<file path="src/rtl/plic_pkg.sv">
package plic_pkg;

    localparam int ADDR_W = 8;

    typedef enum logic [1:0] {
        GW_IDLE = 2'd0,
        GW_PEND = 2'd1,
        GW_BUSY = 2'd2
    } gw_state_e;

    localparam logic [3:0] PG_PRIO  = 4'h0;
    localparam logic [3:0] PG_STAT  = 4'h1;
    localparam logic [3:0] PG_EN    = 4'h2;
    localparam logic [3:0] PG_THR   = 4'h3;
    localparam logic [3:0] PG_CLAIM = 4'h4;

endpackage

</file>
<file path="src/rtl/plic_gateway.sv">
module plic_gateway
    import plic_pkg::*;
(
    input  logic clk,
    input  logic rst_n,
    input  logic req_i,
    input  logic edge_mode_i,
    input  logic claim_i,
    input  logic complete_i,
    output logic pending_o,
    output logic busy_o
);

    gw_state_e state_q, state_d;
    logic      req_q;
    logic      fire;

    assign fire = edge_mode_i ? (req_i & ~req_q) : req_i;

    always_ff @(posedge clk) begin
        if (!rst_n) begin
            state_q <= GW_IDLE;
            req_q   <= 1'b0;
        end else begin
            state_q <= state_d;
            req_q   <= req_i;
        end
    end

    always_comb begin
        state_d = state_q;
        unique case (state_q)
            GW_IDLE: if (fire)       state_d = GW_PEND;
            GW_PEND: if (claim_i)    state_d = GW_BUSY;
            GW_BUSY: if (complete_i) state_d = GW_IDLE;
            default:                 state_d = GW_IDLE;
        endcase
    end

    always_comb begin
        pending_o = (state_q == GW_PEND);
        busy_o    = (state_q == GW_BUSY);
    end

endmodule

</file>
<file path="src/rtl/plic_arbiter.sv">
module plic_arbiter #(
    parameter int NSRC = 7,
    parameter int PW   = 3,
    localparam int IDW = $clog2(NSRC + 1)
) (
    input  logic [NSRC:1]      pend_i,
    input  logic [NSRC:1]      en_i,
    input  logic [NSRC*PW-1:0] prio_i,
    output logic [IDW-1:0]     id_o,
    output logic [PW-1:0]      prio_o
);

    always_comb begin
        id_o   = '0;
        prio_o = '0;
        for (int s = 1; s <= NSRC; s++) begin
            if (pend_i[s] && en_i[s] && (prio_i[(s-1)*PW +: PW] > prio_o)) begin
                prio_o = prio_i[(s-1)*PW +: PW];
                id_o   = IDW'(s);
            end
        end
    end

endmodule

</file>
<file path="src/rtl/plic_core.sv">
module plic_core
    import plic_pkg::*;
#(
    parameter int NSRC = 7,
    parameter int NCTX = 2,
    parameter int PW   = 3,
    parameter int DW   = 32,
    localparam int IDW = $clog2(NSRC + 1)
) (
    input  logic              clk,
    input  logic              rst_n,
    input  logic [NSRC-1:0]   src_i,
    input  logic              wr_en_i,
    input  logic              rd_en_i,
    input  logic [ADDR_W-1:0] addr_i,
    input  logic [DW-1:0]     wdata_i,
    output logic [DW-1:0]     rdata_o,
    output logic [NCTX-1:0]   irq_o
);

    logic [3:0]         pg;
    int                 idx_n;
    logic [NSRC*PW-1:0] prio_q;
    logic [NSRC:1]      edge_q;
    logic [NSRC:1]      en_q  [NCTX];
    logic [PW-1:0]      thr_q [NCTX];
    logic [NSRC:1]      pend_vec, busy_vec, claim_vec, comp_vec;
    logic [IDW-1:0]     win_id [NCTX];
    logic [PW-1:0]      win_pr [NCTX];
    logic               wr_claim;

    assign pg       = addr_i[ADDR_W-1:ADDR_W-4];
    assign idx_n    = int'(addr_i[3:0]);
    assign wr_claim = wr_en_i && (pg == PG_CLAIM) && (idx_n < NCTX);

    for (genvar s = 1; s <= NSRC; s++) begin : g_gw
        plic_gateway u_gw (
            .clk        (clk),
            .rst_n      (rst_n),
            .req_i      (src_i[s-1]),
            .edge_mode_i(edge_q[s]),
            .claim_i    (claim_vec[s]),
            .complete_i (comp_vec[s]),
            .pending_o  (pend_vec[s]),
            .busy_o     (busy_vec[s])
        );
    end

    for (genvar c = 0; c < NCTX; c++) begin : g_ctx
        plic_arbiter #(.NSRC(NSRC), .PW(PW)) u_arb (
            .pend_i(pend_vec),
            .en_i  (en_q[c]),
            .prio_i(prio_q),
            .id_o  (win_id[c]),
            .prio_o(win_pr[c])
        );

        always_ff @(posedge clk) begin
            if (!rst_n) irq_o[c] <= 1'b0;
            else        irq_o[c] <= (win_pr[c] != '0) && (win_pr[c] >= thr_q[c]);
        end
    end

    // claim pulses from a claim read, completion pulses from a claim-word write
    always_comb begin
        claim_vec = '0;
        for (int c = 0; c < NCTX; c++) begin
            if (rd_en_i && (pg == PG_CLAIM) && (idx_n == c) && (win_id[c] != '0))
                claim_vec[win_id[c]] = 1'b1;
        end
        for (int s = 1; s <= NSRC; s++)
            comp_vec[s] = wr_claim && (wdata_i == DW'(s)) && busy_vec[s];
    end

    always_ff @(posedge clk) begin
        if (!rst_n) begin
            prio_q <= '0;
            edge_q <= '0;
            for (int c = 0; c < NCTX; c++) begin
                en_q[c]  <= '0;
                thr_q[c] <= '0;
            end
        end else if (wr_en_i) begin
            case (pg)
                PG_PRIO: for (int s = 1; s <= NSRC; s++)
                    if (idx_n == s) prio_q[(s-1)*PW +: PW] <= wdata_i[PW-1:0];
                PG_STAT: if (idx_n == 1) edge_q <= wdata_i[NSRC:1];
                PG_EN: for (int c = 0; c < NCTX; c++)
                    if (idx_n == c) en_q[c] <= wdata_i[NSRC:1];
                PG_THR: for (int c = 0; c < NCTX; c++)
                    if (idx_n == c) thr_q[c] <= wdata_i[PW-1:0];
                default: ;
            endcase
        end
    end

    always_comb begin
        rdata_o = '0;
        case (pg)
            PG_PRIO: for (int s = 1; s <= NSRC; s++)
                if (idx_n == s) rdata_o[PW-1:0] = prio_q[(s-1)*PW +: PW];
            PG_STAT: begin
                if (idx_n == 0) rdata_o[NSRC:1] = pend_vec;
                if (idx_n == 1) rdata_o[NSRC:1] = edge_q;
            end
            PG_EN: for (int c = 0; c < NCTX; c++)
                if (idx_n == c) rdata_o[NSRC:1] = en_q[c];
            PG_THR: for (int c = 0; c < NCTX; c++)
                if (idx_n == c) rdata_o[PW-1:0] = thr_q[c];
            PG_CLAIM: for (int c = 0; c < NCTX; c++)
                if (idx_n == c) rdata_o[IDW-1:0] = win_id[c];
            default: ;
        endcase
    end

endmodule

</file>
<file path="config.mk">
export PLATFORM = sky130hd
export DESIGN_NAME = plic_core
export DESIGN_NICKNAME = d
export VERILOG_FILES = /design/src/rtl/plic_pkg.sv /design/src/rtl/plic_gateway.sv /design/src/rtl/plic_arbiter.sv /design/src/rtl/plic_core.sv
export SDC_FILE = /design/constraint.sdc
export NUM_CORES = 1
export LEC_CHECK = 0
export BUFFER_PORTS_ARGS = -buffer_cell sky130_fd_sc_hd__buf_2
export CORE_MARGIN = 2
export CORE_UTILIZATION = 53
export CTS_BUF_LIST = sky130_fd_sc_hd__clkbuf_16
export CTS_CLUSTER_DIAMETER = 120
export DETAILED_ROUTE_END_ITERATION = 8
export MAX_ROUTING_LAYER = met4
export PLACE_DENSITY = 0.78
export SYNTH_ARGS = -nofsm -noshare
export SYNTH_HDL_FRONTEND = slang
export SYNTH_SLANG_ARGS = --single-unit
</file>
<file path="constraint.sdc">
create_clock -name clk -period 9.68 [get_ports clk]
set_input_delay 1.452 -clock clk [delete_from_list [all_inputs] [get_ports clk]]
set_output_delay 1.452 -clock clk [all_outputs]
set_load 0.005 [all_outputs]
</file>
; ---- After elaboration in Yosys (flattened, before gate mapping)
; Memory sizes are Yosys's and may differ from the RTL's.
; Index checks and enable logic that the tools add are counted.
[totals]
register_bits = 51
ram_bits = 20
input_bits = 51
output_inout_bits = 34
word_cells = 309
mem_count = 2
[op_classes]
n_lt_le_gt_ge = 20
n_eq_ne = 53
mux = 110
bitwise = 19
n_reduce_logical = 81
[mem_list]
columns = name, depth, width, read_ports, rd_ports_with_merged_regs, wr, line_no
row1 = en_q, 2, 7, 2, 0, 2, plic_core.sv:25  ; logic [NSRC:1] en_q [NCTX];
row2 = thr_q, 2, 3, 2, 0, 2, plic_core.sv:26  ; logic [PW-1:0] thr_q [NCTX];
[ops]
columns = operator, n
row1 = $eq 32x3->1 const B, 4
row2 = $mux 3, 35
row3 = $eq 32x2->1 const B, 2
row4 = $mux 7, 8
row5 = $logic_and 1x1->1, 53
row6 = $mux 2, 25
row7 = $reduce_and 3->1, 15
row8 = $pmux 2 s3, 7
row9 = $gt 3x3->1, 12
row10 = $eq 32x1->1 const B, 1
row11 = $logic_not 32->1, 1
row12 = $mux 1, 30
row13 = $ne 2x1->1 const B, 14
row14 = $eq 4x4->1 const B, 4
row15 = $eq 2x1->1 const B, 7
row16 = $eq 2x2->1 const B, 7
row17 = $logic_not 2->1, 7
row18 = $ne 2x2->1 const B, 7
row19 = $eq 4x2->1 const B, 3
row20 = $eq 4x3->1 const B, 3
row21 = $reduce_bool 3->1, 4
row22 = $pmux 2 s5, 1
row23 = $pmux 5 s2, 1
row24 = $lt 3x4->1 const B, 2
row25 = 12 further kinds, 30

; ---- Depth between registers and ports, before layout
; Gate-level depths: netlist of run 1.
[logic_depth]
depth_word = 31
ltp_mapped = 50
depth_no_buf = 48

; ---- By module
; From an unflattened synthesis of run 1, not the netlist that was laid out.
[unflattened]
cells_unflattened = 714
area_unflattened_um2 = 6089.6
[modules_own_cells]
columns = mod, n_inst, cells_each, area_per_inst_um2, seq_area_each_um2
row1 = plic_core, 1, 330, 3159.3, 1201.2
row2 = plic_arbiter (g_ctx[1].u_arb), 1, 147, 1077.3, 0.0
row3 = plic_gateway, 7, 14, 132.6, 60.1
row4 = plic_arbiter (g_ctx[0].u_arb), 1, 139, 924.6, 0.0

; ---- Worst setup path after synthesis of run 1
; OpenSTA, ideal clock, no wires.
[synth_path]
kind = reg2out
startpoint = register g_gw[1].u_gw.state_q[0]
endpoint = output port rdata_o[1]
arrival_time_ns = 8.480
required_ns = 8.228
path_slack_ns = -0.252
stages_incl_launch_ff = 42
path_buffers = 0
cell_sequence = dfxtp_1 > nor2b_1 > and3_1 > inv_1 > ha_1 > nor2b_1 > o21ai_1 > a21o_4 > mux2_4 > ha_1 > nand3_1 > nand3_1 > a21oi_1 > a211oi_1 > or2_2 > ha_1 > nor2b_1 > o21ai_0 > [... 6 more ...] > a21oi_1 > a311oi_1 > mux2_4 > ha_1 > inv_1 > a21o_1 > a21oi_1 > a311oi_1 > mux2_2 > ha_1 > inv_1 > a21o_1 > a21oi_1 > a311oi_1 > nor2_1 > nand4_1 > o311ai_0 > o211ai_1
[synth_via]
elab_chain_len = 25
elab_cells_between_ends = 58
cone_classes = order compare: 12 / eq/ne: 1 / mux: 29 / reduce/logical: 16
[synth_rtl]
columns = item, line_no
row1 = start: declaration, plic_gateway.sv:14  ; gw_state_e state_q, state_d;
row2 = start signal: assignment, plic_gateway.sv:25  ; state_q <= state_d;
row3 = $eq 2x1->1 (*), plic_gateway.sv:41  ; pending_o = (state_q == GW_PEND);
row4 = $logic_and 1x1->1 (2 in a row), plic_arbiter.sv:17  ; if (pend_i[s] && en_i[s] && (prio_i[(s-1)*PW +: PW] > prio_o)) begin
row5 = $mux 3, plic_arbiter.sv:17
row6 = $gt 3x3->1, plic_arbiter.sv:17
row7 = $logic_and 1x1->1, plic_arbiter.sv:17
row8 = $mux 3, plic_arbiter.sv:17
row9 = $gt 3x3->1, plic_arbiter.sv:17
row10 = $logic_and 1x1->1, plic_arbiter.sv:17
row11 = [... 7 more ...], n/a
row12 = $gt 3x3->1, plic_arbiter.sv:17
row13 = $logic_and 1x1->1, plic_arbiter.sv:17
row14 = $mux 3, plic_arbiter.sv:17
row15 = $gt 3x3->1, plic_arbiter.sv:17
row16 = $logic_and 1x1->1, plic_arbiter.sv:17
row17 = $mux 3, plic_arbiter.sv:17
row18 = $mux 3 (2 in a row), plic_core.sv:111  ; if (idx_n == c) rdata_o[IDW-1:0] = win_id[c];
row19 = $pmux 2 s5 (*), plic_core.sv:99  ; case (pg)
row20 = end: declaration, plic_core.sv:17  ; output logic [DW-1:0] rdata_o,
; Every way passes the cells marked *; elsewhere a longest branch is shown, timed or not.

==> results of run 1 <==
cells in the final DEF, fill, tap and decap left out, types with 9 or more instances in the layout:
cell type / count
ha_1: 16
a31oi_1: 9
nor3_1: 10
edfxtp_1: 20
clkbuf_16: 9
nor2b_1: 32
and2_1: 24
buf_4: 91
nor3b_1: 11
nand3_1: 29
ha_4: 17
inv_1: 30
mux2i_1: 17
o21ai_0: 29
nor2_1: 35
buf_2: 60
nand2_1: 53
dfxtp_1: 49
a21oi_1: 30
conb_1: 24
cell usage after synthesis (all sizes together) (19+ instances only):
cell,count,area (µm²)
buf,29,200
nor2b,38,245
ha,34,425
mux2i,19,190
dfxtp,51,1020
o21ai,38,190
and2,27,169
a21oi,37,189
inv,33,124
nand3,38,203
edfxtp,20,601
nand2,57,214
nor2,44,165
worst max-delay path by stage:
stage,start,end,cells past startpoint
final,en_q[0][0]$_DFFE_PP_,rdata_o[0],44
after global routing,en_q[0][0]$_DFFE_PP_,rdata_o[0],44
after CTS,en_q[0][0]$_DFFE_PP_,rdata_o[0],44
after detailed placement,g_gw[1].u_gw.state_q[0]$_SDFFE_PN0P_,rdata_o[0],43
after global placement,g_gw[1].u_gw.state_q[0]$_SDFFE_PN0P_,rdata_o[0],43
after floorplan,g_gw[1].u_gw.state_q[0]$_SDFFE_PN0P_,rdata_o[1],44
metrics by stage:
stage	util [%]	cell area [µm²]
2_1_floorplan	-	5660
3_3_place_gp	60.2	6190
3_5_place_dp	60.2	6190
4_1_cts	69.1	7100
5_1_grt	74.3	7640
6_report	74.3	7640
power by group:
part,switching [W],leakage [nW],total [W],internal (W)
logic,0.0000513,2.32,0.0000837,0.0000323
clock network,0.000134,0.157,0.000361,0.000226
registers,0.00000960,0.606,0.000325,0.000315
cell families after synthesis:
group | after synthesis
compound gates | 179
fa+ha+maj | 34
buf+inv | 80
flops | 71
mux | 35
other cells | 1
simple gates | 284
layout make-up:
cell class	instances	area [µm²]	area share, %
Sequential cell	71	1620	21.3
Multi-Input combinational cell	556	4380	57.3
Timing Repair Buffer	154	1020	13.3
Clock inverter	7	97.6	1.28
Inverter	35	131	1.72
Clock buffer	9	225	2.95
Tap cell	136	170	2.23
routing by layer:
layer / vias to the layer above / routed length (µm)
met5: - / 0
met4: 0 / 995
met3: 68 / 1580
met2: 348 / 9190
met1: 2884 / 7960
li1: 2773 / -
what timing repair did:
action | 4_1_cts | 5_1_grt
gates resized for setup | 73 | 67
cloned | 0 | 0
buffers inserted | 34 | 18
endpoints found under the setup margin | 3 | 4
pin swaps | 28 | 51
registers in the layout (all words and copies together) (netlist names):
signal / count
g_gw.u_gw.req_q: 7
irq_o: 2
thr_q: 6
en_q: 14
edge_q: 7
prio_q: 21
g_gw.u_gw.state_q: 14
==> metrics list, run 1 <==
* Status: finished, violations left
- The checks that failed: negative setup slack.
- For this design, the slowest cell found on the critical path is edfxtp_1.
- Hold timing on the final database bottoms out at a slack of between 0.4 and 0.5 ns.
* Total I/O pin count: 85
* Fraction of synthesized cell area in xor and xnor cells: 0%
- Proportion of register bits with asynchronous set or reset after synthesis: 0%
- Setup repair after global routing could not meet its margin everywhere.
- Area growth, synth to finish: 37.4%
* Post-detailed-placement half-perimeter wirelength: between 10 and 15 mm
- For met1 alone, demand over resource in global routing was 43.6%.
- Root Buffer Master: clkbuf_16
- The total overflow left after global routing is 0.
* Number of distinct library cells after synthesis: 66
- R2R Setup Slk: between 0.8 and 0.9 ns
* Max Clock Skew: between 0.006 and 0.007 ns
* Static leakage: a little over 3 nW
- The worst register-to-register path begins at g_gw[1].u_gw.state_q[0]$_SDFFE_PN0P_.
- Final cycle utilization of the critical path: 101%
- Critical path required time: 8.23 ns
- Part of the Yosys area used for sequential elements: 29.2%
- Most used DFF post-synth: dfxtp_1
- Worst-Margin Slew: approximately 1.2 ns
- Crit path time final: 9.80 ns
* Area of the core region: 10300 µm²
- Worst Reg2Reg Path Length in Cells: 52
- After detailed routing, the average wire length per cell comes to ~20 µm.
- The average instance in the mapped netlist occupies 8.13 µm².
* Antenna Nets Post-Route: 0
- On the worst path, the slowest cell contributes a delay of about 0.42 ns.
- Area of the mapped netlist: 5560 µm²
- Depth of the CTS H-tree: 3
* Synthesized flop and latch total: 71
- Total power after layout: roughly 0.00077 W
- For hold timing, the worst endpoint is g_gw[7].u_gw.state_q[0]$_SDFFE_PN0P_.
- The critical path is of the reg -> out type.
- Counting both buffers and inverters, the worst setup path holds a total of 1.
- Placement row count: 37
* Final layout net count: 912
* Worst r2r dst: irq_o[1]$_SDFF_PN0_
- Leaving out filler cells and counting taps, the final layout contains 968.
* Worst-case clock buffer depth: 2
* Worst slack at placement: -0.438 ns
- Worst relative slew slack: around 16%
* Hold Path Stages: 1
- Mux contribution to synthesized area: 6.86%
* Cell count after synthesis: between 600 and 700
- Final setup margin: -0.122 ns
- Global-route wire length before repair: 29.3 mm
- Once the floorplan was initialized, standard cells occupied 54.1% of the core.
- After detailed routing, the number of remaining DRC violations is 0.
* Number of global-route vias before repair: roughly 5700
* Final-report hold violation count: 0
* Number of sinks driven by the clock tree: between 70 and 80
- Origin of the worst min-delay path: g_gw[7].u_gw.state_q[1]$_SDFFE_PN0P_
- Number of buffers added to fix hold violations after cts: 0
* Most repeated library cell on the critical path: ha_4
* Die ar.: 11300 µm²
* First-pass iteration count of the detailed router: 5
- Global-route track usage on met2: 53.8%
- Entering global routing, the biggest net connects 62 pins.
- After synthesis, the largest family of logic cells by area is simple AND/OR/NAND/NOR gates.
- After routing, the total negative slack on setup checks comes to -0.122 ns.
- Crit start category: flip-flop
* Avg Vias per Cell: 6.27
- Adder and majority cell fraction of the synthesized area: 7.65%
* Kind of cell adding the most delay to the critical path: compound AO/OA/AOI/OAI gates
* Antenna diode instance count: 0
- Die outline width: 106 µm
* Vias post-DR: roughly 6100
* Floorplan die height: ~110 µm
- Of all nets on the critical path, the largest fanout is 4.
- Dpl cells: 900
* Grt met3 use: under 10%
- Total Routing Usage GR: 34.4%
- TritonCTS clock tree: built
- Fill cell count: ~760
- Of the cells placed in the final design, the portion with a size suffix greater than 1 is 34.7%.
* Synth Area in Simple Gates: between 20% and 30%
- Setup violations remaining at the end of the flow were counted as 1.
* Reported max-cap violation count: 0
* Area fraction in compound gates after synthesis: 21.7%
- Port Buf Inserts: 60
* CP arrival: 8.35 ns
* Last weighted congestion value of the routability-driven placer: 0.953
- In this run the worst hold path is classified as reg -> reg.
- Number of enable flip-flop cells after synthesis: 20
- Number of antenna violations at the first check in global routing: 0
- Crit end category: output port
* CTS buffer count: 9
* Routing layer with the top usage in global route: met2
* IR Drop Worst-Case VDD: 0.117 mV
- Yosys printed 0 warnings.
- Clock-pin slew on the worst setup and hold paths: 0.06 ns
- Timing would allow up to 102 MHz.
* Clk_lat worst skew: 0.35 ns
- Iter 0 DRT Violations: 512
- The number of slew-limit violations in the final report came to 0.
- After detailed routing, the total wire length is 19.7 mm.
- In this run the power density over the cells is 101 nW/µm².
No activity file was read; power rests on OpenSTA's default activity.
==> inputs of run 2 (changes only) <==
- PLACE_DENSITY: 0.78 -> 0.77
- SYNTH_HIERARCHICAL: default -> 1
==> run 2 against run 1 <==
The run still ends with negative setup slack left. Global-route usage decreased by 2.0 points. Area after synthesis increased by 9.5%. Final area increased by 8.3%. Clock skew about the same. Sequential power about the same. Maximum frequency decreased by 7.1%. Utilization decreased by 1.2 points.
==> metrics list, run 2 <==
- TritonCTS clock tree: built
* Floorplan die height: 111 µm
* CTS buffer count: 9
* Area of the core region: between 10000 and 15000 µm²
- Master of the slowest instance on the critical path: or3b_4
* Total I/O pin count: 85
- In the routed layout, each cell is associated on average with a via count of 6.17.
* Final layout net count: 983
- The worst-case IR drop observed on VDD is 0.139 mV.
* Number of buffers added to fix hold violations after cts: 0
- The initial utilization of the core area, before any placement, comes to 53.8%.
* Vias post-DR: 6479
* Final setup margin: -0.869 ns
- Of the cells placed in the final design, the portion with a size suffix greater than 1 is 37.8%.
- Status: finished, violations left
- CP arrival: 9.10 ns
- Crit. Startpoint: g_gw[1].u_gw/state_q[0]$_SDFFE_PN0P_
- Port Buf Inserts: 60
- Overall overflow remaining after global route: 0
- On the final layout, the worst clock skew is 0.00632 ns.
- Critical path buffers and inverters: 2
* Proportion of register bits with asynchronous set or reset after synthesis: 0%
- Counting distinct cell types in the post-synthesis netlist gives between 90 and 100.
- The cell that appears most often on the critical path is ha_4.
- Once detail routing completed, the nets flagged for antenna violations numbered 0.
- Setup CP Type: reg -> out
* Static leakage: 3.40 nW
- Of all nets on the critical path, the largest fanout is 5.
- The wire-length estimate of the detail-placed layout is 15.1 mm.
* Number of remaining DRC errors: 0
* Crit end category: output port
* Register with the most flip-flops: prio_q
* Placement-stage cell area: about 7400 µm²
- The top cell type by area accounts for roughly 17% of the synthesized area.
- Highest cell delay on the worst timing path: 0.42 ns
* Average wire per standard cell: 19.8 µm
- Critical path required time: 8.23 ns
- Type of the tightest min-delay check: reg -> reg
- Setup violations remaining at the end of the flow were counted as 3.
* Post-layout util: 73.1%
- The count of final hold-check violations is 0.
* Crit path time final: 10.55 ns
- The initialized floorplan defines 39 standard-cell rows.
* Count of pins over their slew limit: 0
- Avg Cell Area, Syn: 8.53 µm²
* Violations in the final reports: negative setup slack
* Die outline width: 111 µm
- No sink is reached through more buffers than the 2 on the longest clock path.
* Number of antenna violations at the first check in global routing: 0
- Summing the sequential cell areas from Yosys gives 26.6% of the chip area.
* Most used standard cell by instance count after synthesis: nand2_1
- The die covers ~12000 µm².
* Setup repair after global routing missed its margin: yes
- Setup total negative slack on the finished layout was measured at -2.28 ns.
- Number of enable flip-flop cells after synthesis: 20
- Crit start category: flip-flop
* Registers with the highest flip-flop counts: prio_q: 21 flops, en_q: 14 flops, g_gw.u_gw/state_q: 14 flops
- Reg-to-reg startpoint: g_gw[1].u_gw/state_q[0]$_SDFFE_PN0P_
* Number of warning messages in the yosys log: 6
* Number of global-route vias before repair: 6386
- After clock tree synthesis, the clock-pin slew on the worst setup and hold paths is 0.05 ns.
* Antenna diode instance count: 0
- Area of the mapped netlist: just over 6000 µm²
* Total Routing Usage GR: 32.5%
* Root Buffer Master: clkbuf_16
* Max reg flops: 21
- After routing the design area is between 8000 and 9000 µm².
- After layout, the worst path uses 109% of the clock period.
- The tool flagged a number of max-cap violations equal to 0.
* Number of sinks driven by the clock tree: 71
* Fmax: around 95 MHz
- At the later pin of the worst-skew pair, clock insertion delay measures approximately 0.33 ns.
* Worst-case hold slack: 0.505 ns
- Synthesized flop and latch total: 71
- Most used DFF post-synth: dfxtp_1
- The top cell types in the final layout, fill and taps aside, are 131 x buf_4, 69 x nand2_1, 60 x buf_2.
- From synthesis to final layout, the design area changed by 35.9%.
- Worst relative slew slack: 22.7%
- In this run the number of H-tree levels came out at 3.
- The first global-routing pass estimated 31.5 mm of wire.
- For this block, the routed nets add up to 20.8 mm of wire.
- Entering global routing, the biggest net connects 60 pins.
* Leading cell type in the layout, fill and taps excluded: buf_4
- Last weighted congestion value of the routability-driven placer: 1.06
- Ranked by instance count, the synthesized netlist is headed by 74 x nand2_1, 52 x inv_1, 51 x dfxtp_1, 37 x nor2_1, 36 x mux2i_1.
- In the synthesized netlist, the number of instances is 714.
* Kind of cell adding the most delay to the critical path: compound AO/OA/AOI/OAI gates
- In this run the most critical hold path is launched from g_gw[6].u_gw/state_q[1]$_SDFFE_PN0P_.
- Fill cell count: 799
* Total power per unit cell area: 87.8 nW/µm²
- For the pin with the worst max-slew slack, the measured transition is between 1 and 1.5 ns.
- Dominant cell type by area after synthesis: dfxtp_1
- After the first detailed-routing iteration, the DRC count stood at 694.
- Top cells by area, synth: dfxtp_1 17%, edfxtp_1 9.9%, ha_1 6.2%, mux2i_1 5.9%, nand2_1 4.6%
* First-pass iteration count of the detailed router: 5
* Worst slack at placement: -0.753 ns
## run 2: report_power, final
group	leakage (nW)	switching, W	internal (W)
combinational	2.66	0.0000533	0.0000378
clock	0.141	0.000118	0.000195
sequential	0.605	0.00000802	0.000314
total	3.40	0.000180	0.000547
## run 2: cells by family after synthesis
logic type / Yosys count / synth area share, %
fa+ha+maj: 32 / 6.51
mux: 46 / 8.14
flops: 71 / 26.6
xor+xnor: 2 / 0.288
simple gates: 300 / 29.3
other cells: 1 / 0.0616
buf+inv: 93 / 7.87
compound gates: 169 / 21.2
## run 2: final cells by class
class	count	area (µm²)	area share [%]
repair buffers	195	1330	16.1
clock buffers	9	225	2.72
well taps	143	179	2.16
flip-flops and latches	71	1620	19.6
inverters	52	195	2.36
clock inverters	7	56.3	0.680
multi-input cells	573	4670	56.4
## run 2: repair_timing
action	4_1_cts	5_1_grt
gates resized for setup	28	33
endpoints found under the setup margin	3	7
setup buffers	17	19
pin swaps	31	34
## run 2: path summary, 6_finish.rpt
check        cells after the start                              endpoint  slack, ns
min reg2reg                      1  g_gw[6].u_gw/state_q[0]$_SDFFE_PN0P_       0.51
max reg2reg                     53                   irq_o[0]$_SDFF_PN0_       0.40
max                             42                            rdata_o[2]      -0.87
min                              1  g_gw[6].u_gw/state_q[0]$_SDFFE_PN0P_       0.51
## run 2: worst reg2reg max path: cells and delay by family, from the launching register on
family / cells / cell delay, ns
AOI/OAI and AO/OA: 18 / 3.22
adders and majority gates: 7 / 1.80
buffers and inverters: 7 / 0.84
DFF: 1 / 0.33
muxes: 2 / 0.65
and+or+nand+nor: 19 / 2.35
## run 2: through the flow
stage | instances | power, W
after CTS | 1031 | 0.000721
after floorplan | 737 | 0.000380
after global placement | 998 | 0.000407
after global routing | 1050 | 0.000748
final | 1050 | 0.000726
after detailed placement | 998 | 0.000410
## run 2: routing by layer
metal	wire length [µm]	share of wire, %	vias to the layer above	GRT usage, %
li1	-	-	2986	-
met1	7990	38	3031	37.4
met2	10100	49	361	55.6
met3	1480	7.1	101	4.54
met4	1180	5.7	0	15.6
met5	0	0	-	-
